[src/rtl/clsPkg.sv]
package clsPkg;

  // Strobes from the control FSM to the datapath
  typedef struct packed {
    logic lookup;  // perform a CAM lookup with this byte
    logic first;   // lookup is the packet's first (tag forced to zero)
    logic skip;    // consume this byte as a skipped byte
    logic emit;    // classification ends on this byte
  } clsStrobeT;

  // Status from the datapath to the control FSM
  typedef struct packed {
    logic hit;          // current lookup matched an entry
    logic done;         // control word of the match requests completion
    logic skipPending;  // bytes remain to be skipped
  } clsStatusT;

endpackage

[src/rtl/clsCam.sv]
module clsCam #(
  parameter int ENTRIES = 32,
  parameter int KEY_W   = 13,
  localparam int ADDR_W = $clog2(ENTRIES)
) (
  input  logic              clk,
  input  logic              rst,
  input  logic              wrEn,
  input  logic [ADDR_W-1:0] wrAddr,
  input  logic              wrValid,
  input  logic [KEY_W-1:0]  wrKey,
  input  logic [KEY_W-1:0]  wrMask,
  input  logic [KEY_W-1:0]  refKey,
  output logic              hit,
  output logic [ADDR_W-1:0] hitAddr
);

  logic [KEY_W-1:0] keyMem  [ENTRIES];
  logic [KEY_W-1:0] maskMem [ENTRIES];
  logic [ENTRIES-1:0] entValid;
  logic [ENTRIES-1:0] matchVec;

  always_ff @(posedge clk) begin
    if (rst) begin
      entValid <= '0;
      for (int e = 0; e < ENTRIES; e++) begin
        keyMem[e]  <= '0;
        maskMem[e] <= '0;
      end
    end else if (wrEn) begin
      entValid[wrAddr] <= wrValid;
      keyMem[wrAddr]   <= wrKey;
      maskMem[wrAddr]  <= wrMask;
    end
  end

  // Ternary compare, one comparator per entry
  for (genvar e = 0; e < ENTRIES; e++) begin : g_cmp
    assign matchVec[e] = entValid[e] && (((refKey ^ keyMem[e]) & maskMem[e]) == '0);
  end

  // Lowest index wins
  always_comb begin
    hit     = |matchVec;
    hitAddr = '0;
    for (int e = ENTRIES - 1; e >= 0; e--) begin
      if (matchVec[e]) hitAddr = ADDR_W'(e);
    end
  end

endmodule

[src/rtl/clsCtlStore.sv]
module clsCtlStore #(
  parameter int ENTRIES = 32,
  parameter int CW_W    = 11,
  localparam int ADDR_W = $clog2(ENTRIES)
) (
  input  logic              clk,
  input  logic              rst,
  input  logic              wrEn,
  input  logic [ADDR_W-1:0] wrAddr,
  input  logic [CW_W-1:0]   wrData,
  input  logic [ADDR_W-1:0] rdAddr,
  output logic [CW_W-1:0]   rdData
);

  logic [CW_W-1:0] mem [ENTRIES];

  always_ff @(posedge clk) begin
    if (rst) begin
      for (int e = 0; e < ENTRIES; e++) mem[e] <= '0;
    end else if (wrEn) begin
      mem[wrAddr] <= wrData;
    end
  end

  assign rdData = mem[rdAddr];

endmodule

[src/rtl/clsDatapath.sv]
module clsDatapath
  import clsPkg::*;
#(
  parameter int ENTRIES = 32,
  parameter int BYTE_W  = 8,
  parameter int SKIP_W  = 4,
  localparam int ADDR_W = $clog2(ENTRIES),
  localparam int KEY_W  = ADDR_W + BYTE_W,
  localparam int CW_W   = 2 + ADDR_W + SKIP_W
) (
  input  logic              clk,
  input  logic              rst,
  input  logic [BYTE_W-1:0] byteData,
  input  logic              camWrEn,
  input  logic [ADDR_W-1:0] camWrAddr,
  input  logic              camWrValid,
  input  logic [KEY_W-1:0]  camWrKey,
  input  logic [KEY_W-1:0]  camWrMask,
  input  logic              ctlWrEn,
  input  logic [ADDR_W-1:0] ctlWrAddr,
  input  logic [CW_W-1:0]   ctlWrData,
  input  clsStrobeT         strb,
  output clsStatusT         stat,
  output logic              resultValid,
  output logic [ADDR_W-1:0] resultHit,
  output logic              resultMiss
);

  logic [ADDR_W-1:0] prevTag;
  logic [ADDR_W-1:0] lastHit;
  logic [SKIP_W-1:0] skipCnt;
  logic [ADDR_W-1:0] refTag;
  logic [KEY_W-1:0]  refKey;
  logic              camHit;
  logic [ADDR_W-1:0] camHitAddr;
  logic [CW_W-1:0]   ctlWord;
  logic              cwDone;
  logic              cwUseTag;
  logic [ADDR_W-1:0] cwTag;
  logic [SKIP_W-1:0] cwSkip;
  logic [ADDR_W-1:0] nextLast;

  assign refTag = strb.first ? '0 : prevTag;
  assign refKey = {refTag, byteData};

  clsCam #(.ENTRIES(ENTRIES), .KEY_W(KEY_W)) cam_i (
    .clk(clk), .rst(rst),
    .wrEn(camWrEn), .wrAddr(camWrAddr), .wrValid(camWrValid),
    .wrKey(camWrKey), .wrMask(camWrMask),
    .refKey(refKey), .hit(camHit), .hitAddr(camHitAddr)
  );

  clsCtlStore #(.ENTRIES(ENTRIES), .CW_W(CW_W)) store_i (
    .clk(clk), .rst(rst),
    .wrEn(ctlWrEn), .wrAddr(ctlWrAddr), .wrData(ctlWrData),
    .rdAddr(camHitAddr), .rdData(ctlWord)
  );

  assign cwDone   = ctlWord[CW_W-1];
  assign cwUseTag = ctlWord[CW_W-2];
  assign cwTag    = ctlWord[SKIP_W +: ADDR_W];
  assign cwSkip   = ctlWord[SKIP_W-1:0];

  assign stat.hit         = camHit;
  assign stat.done        = cwDone;
  assign stat.skipPending = (skipCnt != '0);

  always_comb begin
    nextLast = lastHit;
    if (strb.lookup) begin
      if (camHit)          nextLast = camHitAddr;
      else if (strb.first) nextLast = '0;
    end
  end

  always_ff @(posedge clk) begin
    if (rst) begin
      prevTag     <= '0;
      lastHit     <= '0;
      skipCnt     <= '0;
      resultValid <= 1'b0;
      resultHit   <= '0;
      resultMiss  <= 1'b0;
    end else begin
      resultValid <= strb.emit;
      if (strb.emit) begin
        resultHit  <= nextLast;
        resultMiss <= strb.lookup && !camHit;
      end
      if (strb.lookup) begin
        lastHit <= nextLast;
        skipCnt <= camHit ? cwSkip : '0;
        if (camHit) prevTag <= cwUseTag ? cwTag : camHitAddr;
      end else if (strb.skip) begin
        skipCnt <= skipCnt - SKIP_W'(1);
      end
    end
  end

endmodule

[src/rtl/clsControl.sv]
module clsControl
  import clsPkg::*;
(
  input  logic      clk,
  input  logic      rst,
  input  logic      byteValid,
  input  logic      byteLast,
  input  clsStatusT stat,
  output clsStrobeT strb,
  output logic      draining
);

  typedef enum logic [1:0] {ST_IDLE, ST_RUN, ST_DRAIN} stateT;
  stateT state, stateNxt;
  logic  finish;

  always_comb begin
    strb     = '0;
    stateNxt = state;
    finish   = 1'b0;
    case (state)
      ST_IDLE: begin
        if (byteValid) begin
          strb.lookup = 1'b1;
          strb.first  = 1'b1;
          finish      = !stat.hit || stat.done || byteLast;
        end
      end
      ST_RUN: begin
        if (byteValid) begin
          if (stat.skipPending) begin
            strb.skip = 1'b1;
            finish    = byteLast;
          end else begin
            strb.lookup = 1'b1;
            finish      = !stat.hit || stat.done || byteLast;
          end
        end
      end
      ST_DRAIN: begin
        if (byteValid && byteLast) stateNxt = ST_IDLE;
      end
      default: stateNxt = ST_IDLE;
    endcase
    if (state != ST_DRAIN && byteValid) begin
      strb.emit = finish;
      if (!finish)      stateNxt = ST_RUN;
      else if (byteLast) stateNxt = ST_IDLE;
      else              stateNxt = ST_DRAIN;
    end
  end

  always_ff @(posedge clk) begin
    if (rst) state <= ST_IDLE;
    else     state <= stateNxt;
  end

  assign draining = (state == ST_DRAIN);

endmodule

[src/rtl/camClassifier.sv]
module camClassifier
  import clsPkg::*;
#(
  parameter int ENTRIES = 32,
  parameter int BYTE_W  = 8,
  parameter int SKIP_W  = 4,
  localparam int ADDR_W = $clog2(ENTRIES),
  localparam int KEY_W  = ADDR_W + BYTE_W,
  localparam int CW_W   = 2 + ADDR_W + SKIP_W
) (
  input  logic              clk,
  input  logic              rst,
  input  logic              byteValid,
  input  logic [BYTE_W-1:0] byteData,
  input  logic              byteLast,
  input  logic              camWrEn,
  input  logic [ADDR_W-1:0] camWrAddr,
  input  logic              camWrValid,
  input  logic [KEY_W-1:0]  camWrKey,
  input  logic [KEY_W-1:0]  camWrMask,
  input  logic              ctlWrEn,
  input  logic [ADDR_W-1:0] ctlWrAddr,
  input  logic [CW_W-1:0]   ctlWrData,
  output logic              resultValid,
  output logic [ADDR_W-1:0] resultHit,
  output logic              resultMiss
);

  clsStrobeT strb;
  clsStatusT stat;
  logic      draining;

  clsControl ctl_i (
    .clk(clk), .rst(rst),
    .byteValid(byteValid), .byteLast(byteLast),
    .stat(stat), .strb(strb), .draining(draining)
  );

  clsDatapath #(.ENTRIES(ENTRIES), .BYTE_W(BYTE_W), .SKIP_W(SKIP_W)) dp_i (
    .clk(clk), .rst(rst), .byteData(byteData),
    .camWrEn(camWrEn), .camWrAddr(camWrAddr), .camWrValid(camWrValid),
    .camWrKey(camWrKey), .camWrMask(camWrMask),
    .ctlWrEn(ctlWrEn), .ctlWrAddr(ctlWrAddr), .ctlWrData(ctlWrData),
    .strb(strb), .stat(stat),
    .resultValid(resultValid), .resultHit(resultHit), .resultMiss(resultMiss)
  );

endmodule

[config.mk]
export PLATFORM = sky130hd
export DESIGN_NAME = camClassifier
export DESIGN_NICKNAME = d
export VERILOG_FILES = /design/src/rtl/clsPkg.sv /design/src/rtl/clsCam.sv /design/src/rtl/clsCtlStore.sv /design/src/rtl/clsDatapath.sv /design/src/rtl/clsControl.sv /design/src/rtl/camClassifier.sv
export SDC_FILE = /design/constraint.sdc
export NUM_CORES = 2
export LEC_CHECK = 0
export ABC_CLOCK_PERIOD_IN_PS = 10000
export BUFFER_PORTS_ARGS = -buffer_cell sky130_fd_sc_hd__buf_2
export CAP_MARGIN = 20
export CELL_PAD_IN_SITES_DETAIL_PLACEMENT = 0
export CELL_PAD_IN_SITES_GLOBAL_PLACEMENT = 1
export CORE_UTILIZATION = 42
export CTS_CLUSTER_DIAMETER = 80
export DETAILED_ROUTE_END_ITERATION = 8
export PLACE_DENSITY_LB_ADDON = 0.1
export SLEW_MARGIN = 15
export SYNTH_ARGS = -nofsm -noshare
export SYNTH_HDL_FRONTEND = slang
export SYNTH_SLANG_ARGS = --single-unit
[constraint.sdc]
create_clock -name clk -period 10 [get_ports clk]
set_input_delay 2 -clock clk [delete_from_list [all_inputs] [get_ports clk]]
set_output_delay 2 -clock clk [all_outputs]
set_load 0.05 [all_outputs]
# Yosys cells after proc, flatten, opt, wreduce, memory -nomap -nowiden
# Memories as Yosys holds them, arrays and structs flattened.
# Index checks and enable logic that the tools add are counted.
# totals
ram_bits,1184
in_bits,62
mem_count,3
ff_bits,55
output_inout_bits,7
# classes
eq_ne,5
n_addsub,1
n_reduce_logical,81
n_lt_le_gt_ge,2
muxes,78
n_bitwise,64
# mem_list
memory,words,width,rd,rd_ports_with_merged_regs,write_ports,line,rtl
dp_i.cam_i.keyMem,32,13,32,0,32,clsCam.sv:18,logic [KEY_W-1:0] keyMem [ENTRIES];
dp_i.cam_i.maskMem,32,13,32,0,32,clsCam.sv:19,logic [KEY_W-1:0] maskMem [ENTRIES];
dp_i.store_i.mem,32,11,1,0,32,clsCtlStore.sv:15,logic [CW_W-1:0] mem [ENTRIES];
# ops
operator,n
$and A13 B13 Y13,32
$logic_not A13 Y1,32
$xor A13 B13 Y13,32
$mux W5,40
$logic_and A1 B1 Y1,36
$bwmux W32,1
$reduce_or A32 Y1,1
$mux W13,2
$reduce_or A13 Y1,2
$mux W1,22
$mux W4,3
$mux W11,1
$reduce_or A11 Y1,1
$mux W2,5
$lt A5 B6 Y1 const B,1
$demux W1 S5,1
$ge A5 B1 Y1 const B,1
$pmux W1 S2,2
$pmux W2 S2,1
$reduce_and A2 Y1,2
$reduce_bool A4 Y1,1
$sub A4 B1 Y4 const B,1
$ne A3 B3 Y1 const B,1
$eq A2 B1 Y1 const B,1
8 further kinds,9

# Depth between registers and ports, before layout
# An unclocked memory read counts as a cell.
# logic_depth
depth_word,47
mapped_depth,22

# Cells and area by module
# A second synthesis with hierarchy kept.
# hier_totals
cells_unflattened,4253
hier_area_um2,57027.2
# by_module_without_submodules
mod,instances,area_each_um2,cells_each,seq_area_each_um2
clsCam,1,39155.1,2882,25624.6
clsCtlStore,1,16718.5,1245,10570.1
clsDatapath,1,997.2,106,420.4
clsControl,1,156.4,20,40.0

# Least setup slack after synthesis
# No wires, ideal clock.
# synth_path
kind,input port to flip-flop
from,input byteData[2]
to,register dp_i.prevTag[0]
cell_stages,19
setup_slack_ns,4.187
setup_time_ns,0.125
arrival_ns,5.689
cell_sequence,buf_2 -> buf_2 -> buf_2 -> xor2_1 -> a222oi_1 -> nand4_1 -> a221oi_1 -> nand2_1 -> o211a_1 -> and2_1 -> o2111ai_1 -> nor3b_2 -> buf_2 -> mux2i_1 -> a211oi_1 -> or4_4 -> o21a_1 -> a32oi_1 -> o31ai_1
# synth_between
elab_chain_cells,38
# synth_lines
item,line,rtl
"start, declared",camClassifier.sv:14,"input logic [BYTE_W-1:0] byteData,"
$xor A13 B13 Y13,clsCam.sv:39,assign matchVec[e] = entValid[e] && (((refKey ^ keyMem[e]) & maskMem[e]) == '0);
$and A13 B13 Y13,clsCam.sv:39,
$logic_not A13 Y1,clsCam.sv:39,
$logic_and A1 B1 Y1,clsCam.sv:39,
$mux W5 (32 in series),clsCam.sv:47,if (matchVec[e]) hitAddr = ADDR_W'(e);
$mem_v2 Z32 W11,-,
$mux W5,clsDatapath.sv:93,if (camHit) prevTag <= cwUseTag ? cwTag : camHitAddr;
"end signal, assigned",clsDatapath.sv:93,
"end, declared",clsDatapath.sv:29,logic [ADDR_W-1:0] prevTag;
# Parallel ways exist; a longest one is shown, timed or not.
# A chain may end at the register's enable or synchronous reset.

# Final worst setup path
# layout_path
from,input byteValid
to,register dp_i.resultHit[3]
# layout_between
elab_chain_cells,46
# layout_lines
item,line,rtl
"start, declared",camClassifier.sv:13,"input logic byteValid,"
$mux W2,clsControl.sv:23,if (byteValid) begin
$mux W1,clsControl.sv:21,case (state)
$mux W5,clsDatapath.sv:43,assign refTag = strb.first ? '0 : prevTag;
$xor A13 B13 Y13,clsCam.sv:39,
$and A13 B13 Y13,clsCam.sv:39,
$logic_not A13 Y1,clsCam.sv:39,
$logic_and A1 B1 Y1,clsCam.sv:39,
$mux W5 (32 in series),clsCam.sv:47,
$mem_v2 Z32 W11,-,
$logic_or A1 B1 Y1 (2 in series),"clsControl.sv:26, clsControl.sv:36",
$mux W1,clsControl.sv:31,if (stat.skipPending) begin
$mux W1,clsControl.sv:30,if (byteValid) begin
$pmux W1 S2,clsControl.sv:21,
$mux W1,clsControl.sv:45,if (state != ST_DRAIN && byteValid) begin
"end signal, assigned",clsDatapath.sv:87,resultHit <= nextLast;
"end, declared",clsDatapath.sv:25,"output logic [ADDR_W-1:0] resultHit,"
# Parallel ways exist; a longest one is shown, timed or not.

==> flow_summary.toml <==
[outcome]
run_status = "finished clean"

[setup_path]
required_ns = 10.65
arrival_ns = 8.24
reg2reg_from = "ctl_i.state[1]"
endpoint_kind = "register"
r2r-end = "dp_i.resultHit[3]"
crit_path_end = "dp_i.resultHit[3]"
crit_type = "in2reg"
worstRegToRegCells = 17
cp-startpoint = "byteValid"
r2r_setup_slack_ns = 3.31
crit_path_start_kind = "primary input"
path_max_fanout = 16

[sta]
max_slew.worst_pin.slew_ns = 1.18
fin_crit_sh_pct = 75.9
fin_tns_setup_ns = 0
setup_ws_ns = 2.41
grt_setup_unrepaired = "no"
fmax_mhz = 132
slew-limit-headroom_pct = 21.2
fin_crit_ns = 7.59
hold_viol = 0
finalClockSkew_ns = 0.0276
setup_viol = 0
slew_violations = 0

[floorplanning]
initial_core_util_pct = 42.5
floorplan.rows = 134
die_y_um = 370
fp.dieW_um = 370
dieArea_um2 = 137000
core_um2 = 134000
ioPinCount = 69

[job]
drv_cap = 0

[route]
detail-route-antenna-nets = 0
firstDrtPassIters = 5
drc_errors = 0
drtIter0Drc = 3705
num_vias = 34900
finalWirelength_um = 176000
wl_per_cell_um = 27.7
vias_per_cell = 5.50

[grt]
track_usage_pct = 25.8
grt_pass1_wl_um = 252000
grt_pass1_vias = 33900
antenna_found_initial = 22
grt_max_degree = 65
grt-ovfl-total = 0

[logic_synthesis]
synth_compound_area_share_pct = 6.13
synthFlopType = "edfxtp_1"
yosys_warnings = 0
synth_area_per_cell_um2 = 12.9
muxShareOfSynthArea_pct = 1.83
synth_xor_area_share_pct = 6.40
synthArstFlopShare_pct = 0
yosysUniqueCellTypes = 90
syn_inst = 4409
seq_area_frac_synth_pct = 64.4
netlist.area_leader.share_pct = 62.5
synth_top_area_cell = "edfxtp_1"
synth_area_um2 = 56900
synth_top_family_by_area = "simple AND/OR/NAND/NOR gates"
synth-edff-count = 1184
synth_top_cells_by_area = "edfxtp_1, and2_1, xor2_1, nand2_1, dfxtp_1"
synth-adder-area-share_pct = 0.0220
yosys_register_bits = 1239
syn_nets = 4472
synth-simple-area-share_pct = 18.3

[final_layout]
stdcell_count = 6336
fillers = 11800
final_core_util_pct = 47.8
areaGrowthSynthToFinish_pct = 12.5
register_area_um2 = 36700
nNetsFinal = 4508
multiInputGateArea_um2 = 18700
drive_gt1_share_pct = 10.6

[power]
ir_drop_v = 0.000166
power_per_cell_area_nw_per_um2 = 185
leakagePower_nw = 23.0
power_mw = 11.8

[clock_network]
cts_setup_buffers = 0
numCtsBuffers = 144
post_cts_resized = 0
clkLatencyLatePin_ns = 0.78
holdBufCountCts = 0
tritoncts = "done"
clkSlewWorstSetupHoldPaths_ns = 0.06
cts.path.max_buffers = 3
htreeDepth = 4
root_buffer = "clkbuf_16"
cts.sinks = 1239

[placed_design]
dp_cells = 6050
port-buffer-count = 68
dp.final_hpwl_um = 107000
pre_cts_slack_ns = 1.78
place.gp.congestion = 0.939

[hold_path]
min_path_type = "reg2reg"
-- cell usage after synthesis (5+ instances only) --
cell,count
o2111ai_1,7
mux2_1,5
edfxtp_1,1184
nor2_1,116
xnor2_1,123
mux4_2,11
a22oi_1,96
buf_2,52
nand3b_1,7
and3_1,18
a21oi_1,45
buf_4,13
nand2b_1,8
a21boi_0,13
a221oi_1,35
a211oi_1,10
o31ai_1,6
o211ai_1,14
nor2b_1,9
xor2_1,293
nor4_1,5
dfxtp_1,55
o21ai_0,66
clkbuf_1,241
nor3_1,17
and2_1,1197
nand3_1,72
nand4_1,49
o21ai_1,6
o21ai_4,5
mux2i_1,70
inv_1,31
nand2_1,320
a32o_1,16
buf_1,5
buf_6,15
a31oi_1,18
a222oi_1,45
a32oi_1,22
or3_1,5
-- placed cells by master, fill, tap and decap left out, types with 8 or more instances in the layout --
cell type / count
and2_1: 1197
edfxtp_1: 1184
nand2_1: 315
xor2_1: 293
clkbuf_16: 152
buf_4: 132
xnor2_1: 123
nor2_1: 101
a22oi_1: 96
nand3_1: 72
mux2i_1: 70
buf_2: 60
dfxtp_1: 55
nand4_1: 49
clkbuf_1: 48
a21oi_1: 45
a222oi_1: 45
o21ai_0: 41
a221oi_1: 35
inv_1: 31
o21ai_1: 26
a32oi_1: 22
and3_1: 18
a31oi_1: 18
clkinv_1: 18
nor3_1: 16
a32o_1: 16
clkbuf_8: 16
nor2_2: 14
o211ai_1: 14
a21boi_0: 13
buf_8: 13
clkinv_2: 12
mux4_2: 11
a211oi_1: 10
diode_2: 9
nor2b_1: 8
nand2b_1: 8
-- per-layer routing --
layer | up-vias | wire [µm] | global-route usage (%)
met3 | 202 | 10700 | 3.37
met2 | 1157 | 80900 | 40.3
met5 | - | 42 | 0
li1 | 15700 | - | -
met1 | 17800 | 81000 | 37.9
met4 | 8 | 3090 | 6.23
-- where the power goes --
part	switching, mW	total, mW	internal [mW]
sequential	0.101	6.05	5.95
clock	2.12	5.09	2.98
combinational	0.490	0.682	0.192
total	2.71	11.8	9.12
-- through the flow --
step / instance area [µm²] / hold WS (ns)
after floorplan: 56900 / 0.451
after global placement: 59000 / 0.463
after detailed placement: 59200 / 0.467
after CTS: 63700 / 0.479
after global routing: 64000 / 0.500
final: 64000 / 0.474
-- cell type report --
class,count,area share [%]
inverters,33,0.197
flip-flops and latches,1239,57.3
clock inverters,44,0.501
diodes,9,0.0352
clock buffers,216,6.57
well taps,1768,3.46
repair buffers,219,2.74
multi-input cells,2808,29.2
-- kinds of logic (layout without fill, tap and decap cells) --
family / Yosys count / after routing
AND/OR/NAND/NOR: 1847 / 1847
flip-flops: 1239 / 1239
AO/OA/AOI/OAI: 455 / 455
XOR/XNOR: 416 / 416
buffers and inverters: 362 / 512
multiplexers: 89 / 89
adder cells (fa/ha/maj): 1 / 1
other: 0 / 9
-- registers in the layout, indices dropped and copies added, names as in the netlist --
register / flops
dp_i.resultMiss: 1
dp_i.cam_i.keyMem: 416
ctl_i.state: 2
dp_i.cam_i.maskMem: 416
dp_i.skipCnt: 4
dp_i.lastHit: 5
dp_i.resultValid: 1
dp_i.prevTag: 5
dp_i.cam_i.entValid: 32
dp_i.resultHit: 5
dp_i.store_i.mem: 352
-- worst max-delay path, stage by stage --
cell and delay [ns]:
buf_2 0.12, nand2b_1 0.32, o21ai_4 0.91, buf_4 0.30, xnor2_1 0.07, a222oi_1 0.66
nand2_1 0.24, and2_1 0.26, a311o_1 0.38, a21oi_2 0.35, nor2_4 0.15, nor2_2 0.56
buf_4 0.38, a22oi_1 0.13, and3_1 0.22, o311a_1 0.44, o21ai_4 0.33, mux2_1 0.36
-- how the worst min path moves through the flow --
stage | startpoint | endpoint | depth (start not counted) | slack, ns
global placement | dp_i.cam_i.entValid[18] | dp_i.cam_i.entValid[18] | 2 | 0.46
finish | dp_i.cam_i.entValid[15] | dp_i.cam_i.entValid[15] | 2 | 0.47
detailed placement | dp_i.cam_i.entValid[17] | dp_i.cam_i.entValid[17] | 2 | 0.47
global route | dp_i.cam_i.entValid[17] | dp_i.cam_i.entValid[17] | 2 | 0.50
CTS | dp_i.cam_i.entValid[21] | dp_i.cam_i.entValid[21] | 2 | 0.48
floorplan | dp_i.cam_i.entValid[10] | dp_i.cam_i.entValid[10] | 2 | 0.45
No activity file was read; power rests on OpenSTA's default activity.
